--- src/rtl/oneshot_pkg.sv ---
package oneshot_pkg;
  // Strobes from the control part to the counting datapath
  typedef struct packed {
    logic load;   // reload the counter with the duration
    logic clear;  // synchronized clear is active
  } strobe_t;
endpackage

--- src/rtl/oneshot_ctrl.sv ---
module oneshot_ctrl
  import oneshot_pkg::*;
(
  input  logic    clk,
  input  logic    rstN,
  input  logic    gateLowN,
  input  logic    gateHigh,
  input  logic    clearN,
  output strobe_t strobe
);
  localparam int SYNC_DEPTH = 2;
  localparam logic [1:0] WARM_DONE = 2'd3;

  logic [SYNC_DEPTH-1:0] syncA, syncB, syncC;
  logic prevA, prevB, prevC;
  logic [1:0] warm;

  always_ff @(posedge clk or negedge rstN) begin
    if (!rstN) begin
      syncA <= '1;
      syncB <= '0;
      syncC <= '1;
      prevA <= 1'b1;
      prevB <= 1'b0;
      prevC <= 1'b1;
      warm  <= '0;
    end else begin
      syncA <= {syncA[SYNC_DEPTH-2:0], gateLowN};
      syncB <= {syncB[SYNC_DEPTH-2:0], gateHigh};
      syncC <= {syncC[SYNC_DEPTH-2:0], clearN};
      prevA <= syncA[SYNC_DEPTH-1];
      prevB <= syncB[SYNC_DEPTH-1];
      prevC <= syncC[SYNC_DEPTH-1];
      if (warm != WARM_DONE) warm <= warm + 2'd1;
    end
  end

  logic aS, bS, cS, armed, fallA, riseB, riseC, enabled;

  always_comb begin
    aS      = syncA[SYNC_DEPTH-1];
    bS      = syncB[SYNC_DEPTH-1];
    cS      = syncC[SYNC_DEPTH-1];
    armed   = (warm == WARM_DONE);
    fallA   = prevA & ~aS;
    riseB   = ~prevB & bS;
    riseC   = ~prevC & cS;
    enabled = cS & ~aS & bS;
    strobe.load  = armed & enabled & (fallA | riseB | riseC);
    strobe.clear = ~cS;
  end
endmodule

--- src/rtl/oneshot_count.sv ---
module oneshot_count
  import oneshot_pkg::*;
#(
  parameter int DUR_W     = 8,
  parameter int DUR_RESET = 8
) (
  input  logic             clk,
  input  logic             rstN,
  input  strobe_t          strobe,
  input  logic             durWe,
  input  logic [DUR_W-1:0] durData,
  output logic             q,
  output logic             qN
);
  logic [DUR_W-1:0] durReg;
  logic [DUR_W-1:0] cnt;

  always_ff @(posedge clk or negedge rstN) begin
    if (!rstN)      durReg <= DUR_W'(DUR_RESET);
    else if (durWe) durReg <= durData;
  end

  always_ff @(posedge clk or negedge rstN) begin
    if (!rstN)             cnt <= '0;
    else if (strobe.clear) cnt <= '0;
    else if (strobe.load)  cnt <= durReg;
    else if (cnt != '0)    cnt <= cnt - 1'b1;
  end

  assign q  = (cnt != '0) & ~strobe.clear;
  assign qN = ~q;


  clear_zero_chk: assert property (@(posedge clk) disable iff (!rstN)
    strobe.clear |=> cnt == '0);

  reload_full_chk: assert property (@(posedge clk) disable iff (!rstN)
    strobe.load && !strobe.clear |=> cnt == $past(durReg));

  count_down_chk: assert property (@(posedge clk) disable iff (!rstN)
    cnt != '0 && !strobe.load && !strobe.clear |=> cnt == $past(cnt) - 1'b1);

  zero_dur_chk: assert property (@(posedge clk) disable iff (!rstN)
    strobe.load && durReg == '0 |=> !q);
endmodule

--- src/rtl/dual_oneshot.sv ---
module dual_oneshot
  import oneshot_pkg::*;
#(
  parameter int NUM_CH    = 2,
  parameter int DUR_W     = 8,
  parameter int DUR_RESET = 8
) (
  input  logic              clk,
  input  logic              rstN,
  input  logic [NUM_CH-1:0] gateLowN,
  input  logic [NUM_CH-1:0] gateHigh,
  input  logic [NUM_CH-1:0] clearN,
  input  logic [NUM_CH-1:0] durWe,
  input  logic [DUR_W-1:0]  durData,
  output logic [NUM_CH-1:0] pulseQ,
  output logic [NUM_CH-1:0] pulseQn
);
  strobe_t strobeCh [NUM_CH];

  for (genvar i = 0; i < NUM_CH; i++) begin : gCh
    oneshot_ctrl uCtrl (
      .clk      (clk),
      .rstN     (rstN),
      .gateLowN (gateLowN[i]),
      .gateHigh (gateHigh[i]),
      .clearN   (clearN[i]),
      .strobe   (strobeCh[i])
    );

    oneshot_count #(.DUR_W(DUR_W), .DUR_RESET(DUR_RESET)) uCount (
      .clk     (clk),
      .rstN    (rstN),
      .strobe  (strobeCh[i]),
      .durWe   (durWe[i]),
      .durData (durData),
      .q       (pulseQ[i]),
      .qN      (pulseQn[i])
    );


    rise_needs_load_chk: assert property (@(posedge clk) disable iff (!rstN)
      $rose(pulseQ[i]) |-> $past(strobeCh[i].load));
  end
endmodule

--- config.mk ---
export PLATFORM = sky130hd
export DESIGN_NAME = dual_oneshot
export DESIGN_NICKNAME = d
export VERILOG_FILES = /design/src/rtl/oneshot_pkg.sv /design/src/rtl/oneshot_ctrl.sv /design/src/rtl/oneshot_count.sv /design/src/rtl/dual_oneshot.sv
export SDC_FILE = /design/constraint.sdc
export NUM_CORES = 1
export LEC_CHECK = 0
export CORE_ASPECT_RATIO = 1.25
export CORE_MARGIN = 2
export CORE_UTILIZATION = 56
export DETAILED_ROUTE_END_ITERATION = 10
export PLACE_DENSITY_LB_ADDON = 0.3
export RECOVER_POWER = 25
export SLEW_MARGIN = 5
export SYNTH_ARGS = -nofsm -noshare
export SYNTH_HDL_FRONTEND = slang
export SYNTH_HIERARCHICAL = 1
export SYNTH_SLANG_ARGS = --single-unit
--- constraint.sdc ---
create_clock -name clk -period 2.8 [get_ports clk]
set_input_delay 0.56 -clock clk [delete_from_list [all_inputs] [get_ports clk]]
set_output_delay 0.56 -clock clk [all_outputs]
set_load 0.02 [all_outputs]
==> metrics.md, run 1 <==
| Metric | Value |
|---|---|
| Commonest non-fill, non-tap cell in the layout | `dfrtp_1` |
| Max IR drop VDD | `0.000427 V` |
| Ratio of cells with drive above 1 in the final layout | `26.1%` |
| Area Growth Syn to Fin | `15.8%` |
| Worst-path fanout max | `4` |
| Clk Latency, worst-skew pair | `0.30 ns` |
| Dpl hpwl | `2.81 mm` |
| Fin nets | `231` |
| Fin Hold WS | `0.362 ns` |
| Height of the die | `75.7 um` |
| Cell Area, Synth | `2300 um^2` |
| Worst endpoint data arrival time | `2.17 ns` |
| Reg2reg setup slack | `0.59 ns` |
| Final Hold Violating Endpoints | `0` |
| Yosys warns | `6` |
| Initial antenna violation count | `0` |
| Fin Clk Skew | `0.00311 ns` |
| DRT Wirelength | `3.76 mm` |
| Termination of the worst setup path | `pulseQn[1]` |
| Crit path max-delay family | `simple AND/OR/NAND/NOR gates` |
| DR vias | `1458` |
| Post-route ant nets | `0` |
| Mapped Nets | `204` |
| Average wire per cell in the routed design | `14.3 um` |
| Port bufs | `21` |
| Register-to-Register Path Depth | `6` |
| Grt ovf | `0` |
| Worst Hold Class | `reg -> reg` |
| Max clock buf depth | `2` |
| Setup ws final | `0.0661 ns` |
| Core footprint | `4030 um^2` |
| CP Cell Sequence | `or4_4, or4b_4, nand2b_1, clkdlybuf4s15_1` |
| Initial drt markers | `72` |
| Vias in the first global route | `1451` |
| Cts hold-fix bufs | `0` |
| Slew Limit Fails | `0` |
| Grt peak-use layer | `met2` |
| Initial Utilization | `57.1%` |
| Yosys reg bits | `54` |
| Number of filler cells placed in the layout | `327` |
| Synth Area per Inst | `12.8 um^2` |
| RSZ-0062 raised after global routing | `false` |
| CP Depth | `4` |
| Chip width | `61.4 um` |
| Max-Cap Viols | `0` |
| Crit path largest cell delay | `0.57 ns` |
| CP bufs+invs | `1` |
| Clk slew on worst S/H paths | `0.09 ns` |
| Gr usage total | `18.4%` |
| Slew @ Worst Pin | `1.02 ns` |
| Slew HR | `31.7%` |
| GPL Wtd Cong | `0.806` |
| Num ports | `22` |
| Required time of the critical path | `2.24 ns` |
| Hold Path Origin | `gCh[0].uCtrl/syncA[0]` |
| Sink Count | `54` |
| GRT met3 Usage | `5.43%` |
| Crit Reg-Reg Startpoint | `gCh[0].uCtrl/warm[0]` |
| DRC | `0` |
| P per Cell Area | `905 nW/um^2` |
| Worst slack, placed | `0.0593 ns` |
| Row count | `26` |
| Worst setup EP type | `output pin` |
| DR vias/cell | `5.54` |
| Largest net degree at the start of global routing | `36` |
| Critical Path Start | `gCh[1].uCount/cnt[3]` |
| Crit path kind | `reg -> out` |
| Final setup TNS | `0 ns` |
| CTS buffer count | `5` |
| Fmax | `366 MHz` |
| Minimum clock period | `2.73 ns` |
| Lkg Pwr | `0.00111 uW` |
| Total die area | `4640 um^2` |
| Grt met1 use | `22.9%` |
| CP startpoint kind | `register` |
| Clk root buf | `clkbuf_8` |
| Critical-path top delay cell | `or4_4` |
| Status | `finished, final reports clean` |
| First-pass GRT wire length | `6.19 mm` |
| H-tree depth | `2` |
| Register area share after synthesis | `59.5%` |
| TritonCTS clock tree | `done` |
| Final period util | `97.6%` |
| Routing usage on met2 | `30.1%` |
| Most frequent cells in the layout | `dfrtp_1, mux2_2, nor2_1, clkdlybuf4s50_1` |
| FF-to-FF End | `gCh[0].uCount/cnt[3]` |
| Cell count after synthesis | `180` |
| Post-synth cell types | `26` |
| Final setup viols | `0` |
| Ant diodes | `0` |
| Router iterations before antenna repair | `4` |
==> worst min path at each step <==
| stage | end | slack, ns | cells past startpoint |
|---|---|---|---|
| after CTS | gCh[0].uCount/cnt[0] | 0.19 | 1 |
| after global placement | gCh[1].uCtrl/syncB[1] | 0.34 | 0 |
| after detailed placement | gCh[0].uCtrl/syncB[1] | 0.35 | 0 |
| after global routing | gCh[0].uCtrl/syncA[1] | 0.37 | 0 |
| final | gCh[0].uCtrl/syncA[1] | 0.36 | 0 |
| after floorplan | gCh[0].uCount/cnt[0] | 0.26 | 0 |
==> synth_stat cells <==
cell type,n,area (um^2)
a211oi_1,8,60.1
a21o_1,2,15.0
a21oi_1,4,20.0
a221o_1,2,20.0
a31oi_1,2,12.5
clkbuf_1,6,22.5
dfrtp_1,40,1000
dfstp_2,14,368
ha_1,6,75.1
inv_1,14,52.6
mux2_2,18,203
nand2_1,6,22.5
nand2b_1,2,12.5
nand3b_1,2,15.0
nand4b_1,2,17.5
nor2_1,16,60.1
nor3_1,4,20.0
nor3b_1,4,30.0
nor4_1,4,25.0
nor4b_2,2,30.0
o311ai_2,2,32.5
or4_1,2,15.0
or4_4,2,22.5
or4b_4,2,27.5
xnor2_1,12,105
xor2_1,2,17.5
==> sequential cells by signal, indices dropped and copies added (netlist names) <==
register and cells:
gCh.uCtrl/syncA 4, gCh.uCtrl/warm 4, gCh.uCtrl/prevC 2, gCh.uCtrl/syncB 4
gCh.uCount/cnt 16, gCh.uCtrl/prevB 2, gCh.uCount/durReg 16, gCh.uCtrl/syncC 4
gCh.uCtrl/prevA 2
==> kinds of logic (layout without fill, tap and decap cells) <==
| kind of cell | count (synthesis) | in the layout | share of synthesized area (%) |
|---|---|---|---|
| flops | 54 | 54 | 59.5 |
| simple gates | 48 | 48 | 12.9 |
| compound gates | 20 | 20 | 6.96 |
| buf+inv | 20 | 47 | 3.26 |
| mux | 18 | 18 | 8.80 |
| xor+xnor | 14 | 14 | 5.33 |
| fa+ha+maj | 6 | 6 | 3.26 |
==> per-layer routing <==
metal	wire length, um	vias to the layer above
li1	-	677
met1	1630	737
met2	1890	40
met3	212	4
met4	35	0
met5	0	-
==> per-stage QoR <==
stage / util (%) / cells / instance area (um^2) / power, uW
global placement: 63.9 / 254 / 2580 / 1970
floorplan: - / 180 / 2300 / 1760
finish: 66.1 / 263 / 2670 / 2410
detailed placement: 63.9 / 254 / 2580 / 2010
global route: 66.1 / 263 / 2670 / 2580
CTS: 66.0 / 262 / 2660 / 2420
==> layout make-up <==
class | instances | area (um^2) | share of cell area (%)
well taps | 56 | 70.1 | 2.63
clock buffers | 5 | 68.8 | 2.58
repair buffers | 26 | 231 | 8.69
inverters | 14 | 52.6 | 1.97
multi-input cells | 106 | 858 | 32.2
flip-flops and latches | 54 | 1370 | 51.4
clock inverters | 2 | 15.0 | 0.563
==> what timing repair did <==
action                                  4_1_cts  5_1_grt
setup buffers                                 1        1
resized for setup                             4        6
cloned                                        0        0
endpoints found under the setup margin        4        4
==> power breakdown <==
part | total (uW) | internal, uW | switching, uW
logic | 951 | 497 | 454
registers | 1060 | 932 | 123
clock network | 406 | 171 | 235
Power figures use the tool's default switching activity.
==> run 2: changes to the inputs <==
ABC_CLOCK_PERIOD_IN_PS = 2800   (was unset)
CELL_PAD_IN_SITES_DETAIL_PLACEMENT = 1   (was unset)
CELL_PAD_IN_SITES_GLOBAL_PLACEMENT = 1   (was unset)
CORE_UTILIZATION = 46   (was 56)
SETUP_SLACK_MARGIN = 0.4   (was unset)
==> metrics.md, run 2 (same netlist as run 1, synthesis figures left out) <==
| Metric | Value |
|---|---|
| CP startpoint kind | `register` |
| Register-to-Register Path Depth | `5` |
| Reg power frac | `39.7%` |
| Worst setup EP type | `output pin` |
| Dpl hpwl | `3.42 mm` |
| Final Util | `58.8%` |
| P per Cell Area | `952 nW/um^2` |
| Ratio of cells with drive above 1 in the final layout | `32.4%` |
| Top flop regs | `gCh.uCount/cnt: 16 flops, gCh.uCount/durReg: 16 flops` |
| Vias in the first global route | `1691` |
| Clk root buf | `clkbuf_8` |
| H-tree depth | `2` |
| Status | `finished, final reports clean` |
| DRC | `0` |
| Cell Int Power | `1770 uW` |
| DR vias/cell | `5.38` |
| Register area | `1370 um^2` |
| Router iterations before antenna repair | `4` |
| Grt ovf | `0` |
| Largest net degree at the start of global routing | `22` |
| First-pass GRT wire length | `8.09 mm` |
| Worst Hold Class | `reg -> reg` |
| Critical Path Start | `gCh[0].uCount/cnt[5]` |
| DR vias | `1501` |
| Num ports | `22` |
| Minimum clock period | `2.56 ns` |
| Sink Count | `54` |
| Final Hold Violating Endpoints | `0` |
| Crit Reg-Reg Startpoint | `gCh[0].uCount/cnt[5]` |
| Max-Cap Viols | `0` |
| Worst endpoint data arrival time | `2.00 ns` |
| Row count | `28` |
| Lkg Pwr | `0.00120 uW` |
| Height of the die | `83.1 um` |
| Termination of the worst setup path | `pulseQ[0]` |
| Initial drt markers | `31` |
| CTS buffer count | `5` |
| Finished Cell Area | `2800 um^2` |
| TritonCTS clock tree | `done` |
| Reg2reg setup slack | `0.86 ns` |
| Fin Clk Skew | `0.00843 ns` |
| Slew Limit Fails | `0` |
| DRT Wirelength | `4.60 mm` |
| Psw | `892 uW` |
| Area occupied by multi-input gates | `873 um^2` |
| Final setup viols | `0` |
| Total die area | `5590 um^2` |
| Initial antenna violation count | `0` |
| Final period util | `91.5%` |
| Switch share | `33.4%` |
| Most frequent cells in the layout | `dfrtp_1, mux2_2, buf_4` |
| Fin nets | `242` |
| Worst-path fanout max | `2` |
| Initial Utilization | `48.3%` |
| Gr usage total | `19.2%` |
| Area after DPL | `2630 um^2` |
| Area Growth Syn to Fin | `21.6%` |
| Post-route ant nets | `0` |
| Clk Latency, worst-skew pair | `0.30 ns` |
| Gate power share | `42.5%` |
| Slew HR | `26.1%` |
| Commonest non-fill, non-tap cell in the layout | `dfrtp_1` |
| Final setup TNS | `0 ns` |
| Crit path kind | `reg -> out` |
| Average wire per cell in the routed design | `16.5 um` |
| Ant diodes | `0` |
| Cts hold-fix bufs | `0` |
| Core footprint | `4760 um^2` |
| GPL Wtd Cong | `0.779` |
| Chip width | `67.3 um` |
| Clk slew on worst S/H paths | `0.10 ns` |
| Required time of the critical path | `2.24 ns` |
| RSZ-0062 raised after global routing | `true` |
| Slew @ Worst Pin | `1.11 ns` |
| Clock Power Share | `17.8%` |
| Fmax | `390 MHz` |
| Number of filler cells placed in the layout | `522` |
| FF-to-FF End | `gCh[0].uCount/cnt[3]` |
| Hold Path Depth | `0` |
| Max clock buf depth | `2` |
| Port bufs | `21` |
| Max IR drop VDD | `0.000514 V` |
[run 2: cell types whose count changed in the layout (fill, tap and decap cells not counted), sizes merged]
cell	previous run	this run
clkdlybuf4s15	2	0
buf	5	20
clkinv	0	1
clkinvlp	2	0
[run 2: per-layer routing]
| metal | vias up | part of all wire [%] | track usage (%) |
|---|---|---|---|
| li1 | 695 | - | - |
| met1 | 776 | 40 | 22.3 |
| met2 | 26 | 56 | 34.6 |
| met3 | 4 | 2.8 | 3.66 |
| met4 | 0 | 1.3 | 6.12 |
| met5 | - | 0 | 0 |
[run 2: worst min path at each step]
stage / end / startpoint
finish: gCh[1].uCtrl/syncB[1] / gCh[1].uCtrl/syncB[0]
global route: gCh[0].uCtrl/syncC[1] / gCh[0].uCtrl/syncC[0]
CTS: gCh[1].uCount/cnt[0] / rstN
detailed placement: gCh[1].uCtrl/syncB[1] / gCh[1].uCtrl/syncB[0]
global placement: gCh[1].uCtrl/syncB[1] / gCh[1].uCtrl/syncB[0]
floorplan: gCh[0].uCount/cnt[0] / rstN
[run 2: layout make-up]
cell class / count / share of cell area, %
Sequential cell: 54 / 48.9
Multi-Input combinational cell: 106 / 31.2
Timing Repair Buffer: 37 / 11.6
Clock buffer: 7 / 3.44
Tap cell: 60 / 2.68
Inverter: 14 / 1.88
Clock inverter: 1 / 0.313
[run 2: timing repair]
action                     4_1_cts  5_1_grt
setup endpoints to repair        4        4
pin swaps                        3        1
gates resized for setup         26        1
buffers inserted                 5        2
[run 2: worst max-delay path: stages, from the launching register on]
cell and delay [ns]:
dfrtp_1 0.39, or4_4 0.54, or4b_4 0.52, nand2b_4 0.09, inv_2 0.03, buf_6 0.12
[run 2: power groups by stage]
stage / clock network, uW / logic [uW] / registers [uW]
2_1_floorplan: 0 / 713 / 1050
3_3_place_gp: 0 / 955 / 1050
3_5_place_dp: 0 / 999 / 1070
4_1_cts: 485 / 1120 / 1060
5_1_grt: 513 / 1250 / 1080
6_report: 476 / 1130 / 1060
[run 2: stage by stage]
step	hold slack, ns	setup WS (ns)	power [uW]	std cells
after floorplan	0.264	0.424	1760	180
after global placement	0.334	0.113	2010	264
after detailed placement	0.338	0.0487	2070	264
after CTS	0.215	0.198	2660	277
after global routing	0.365	0.192	2840	279
final	0.357	0.238	2670	279
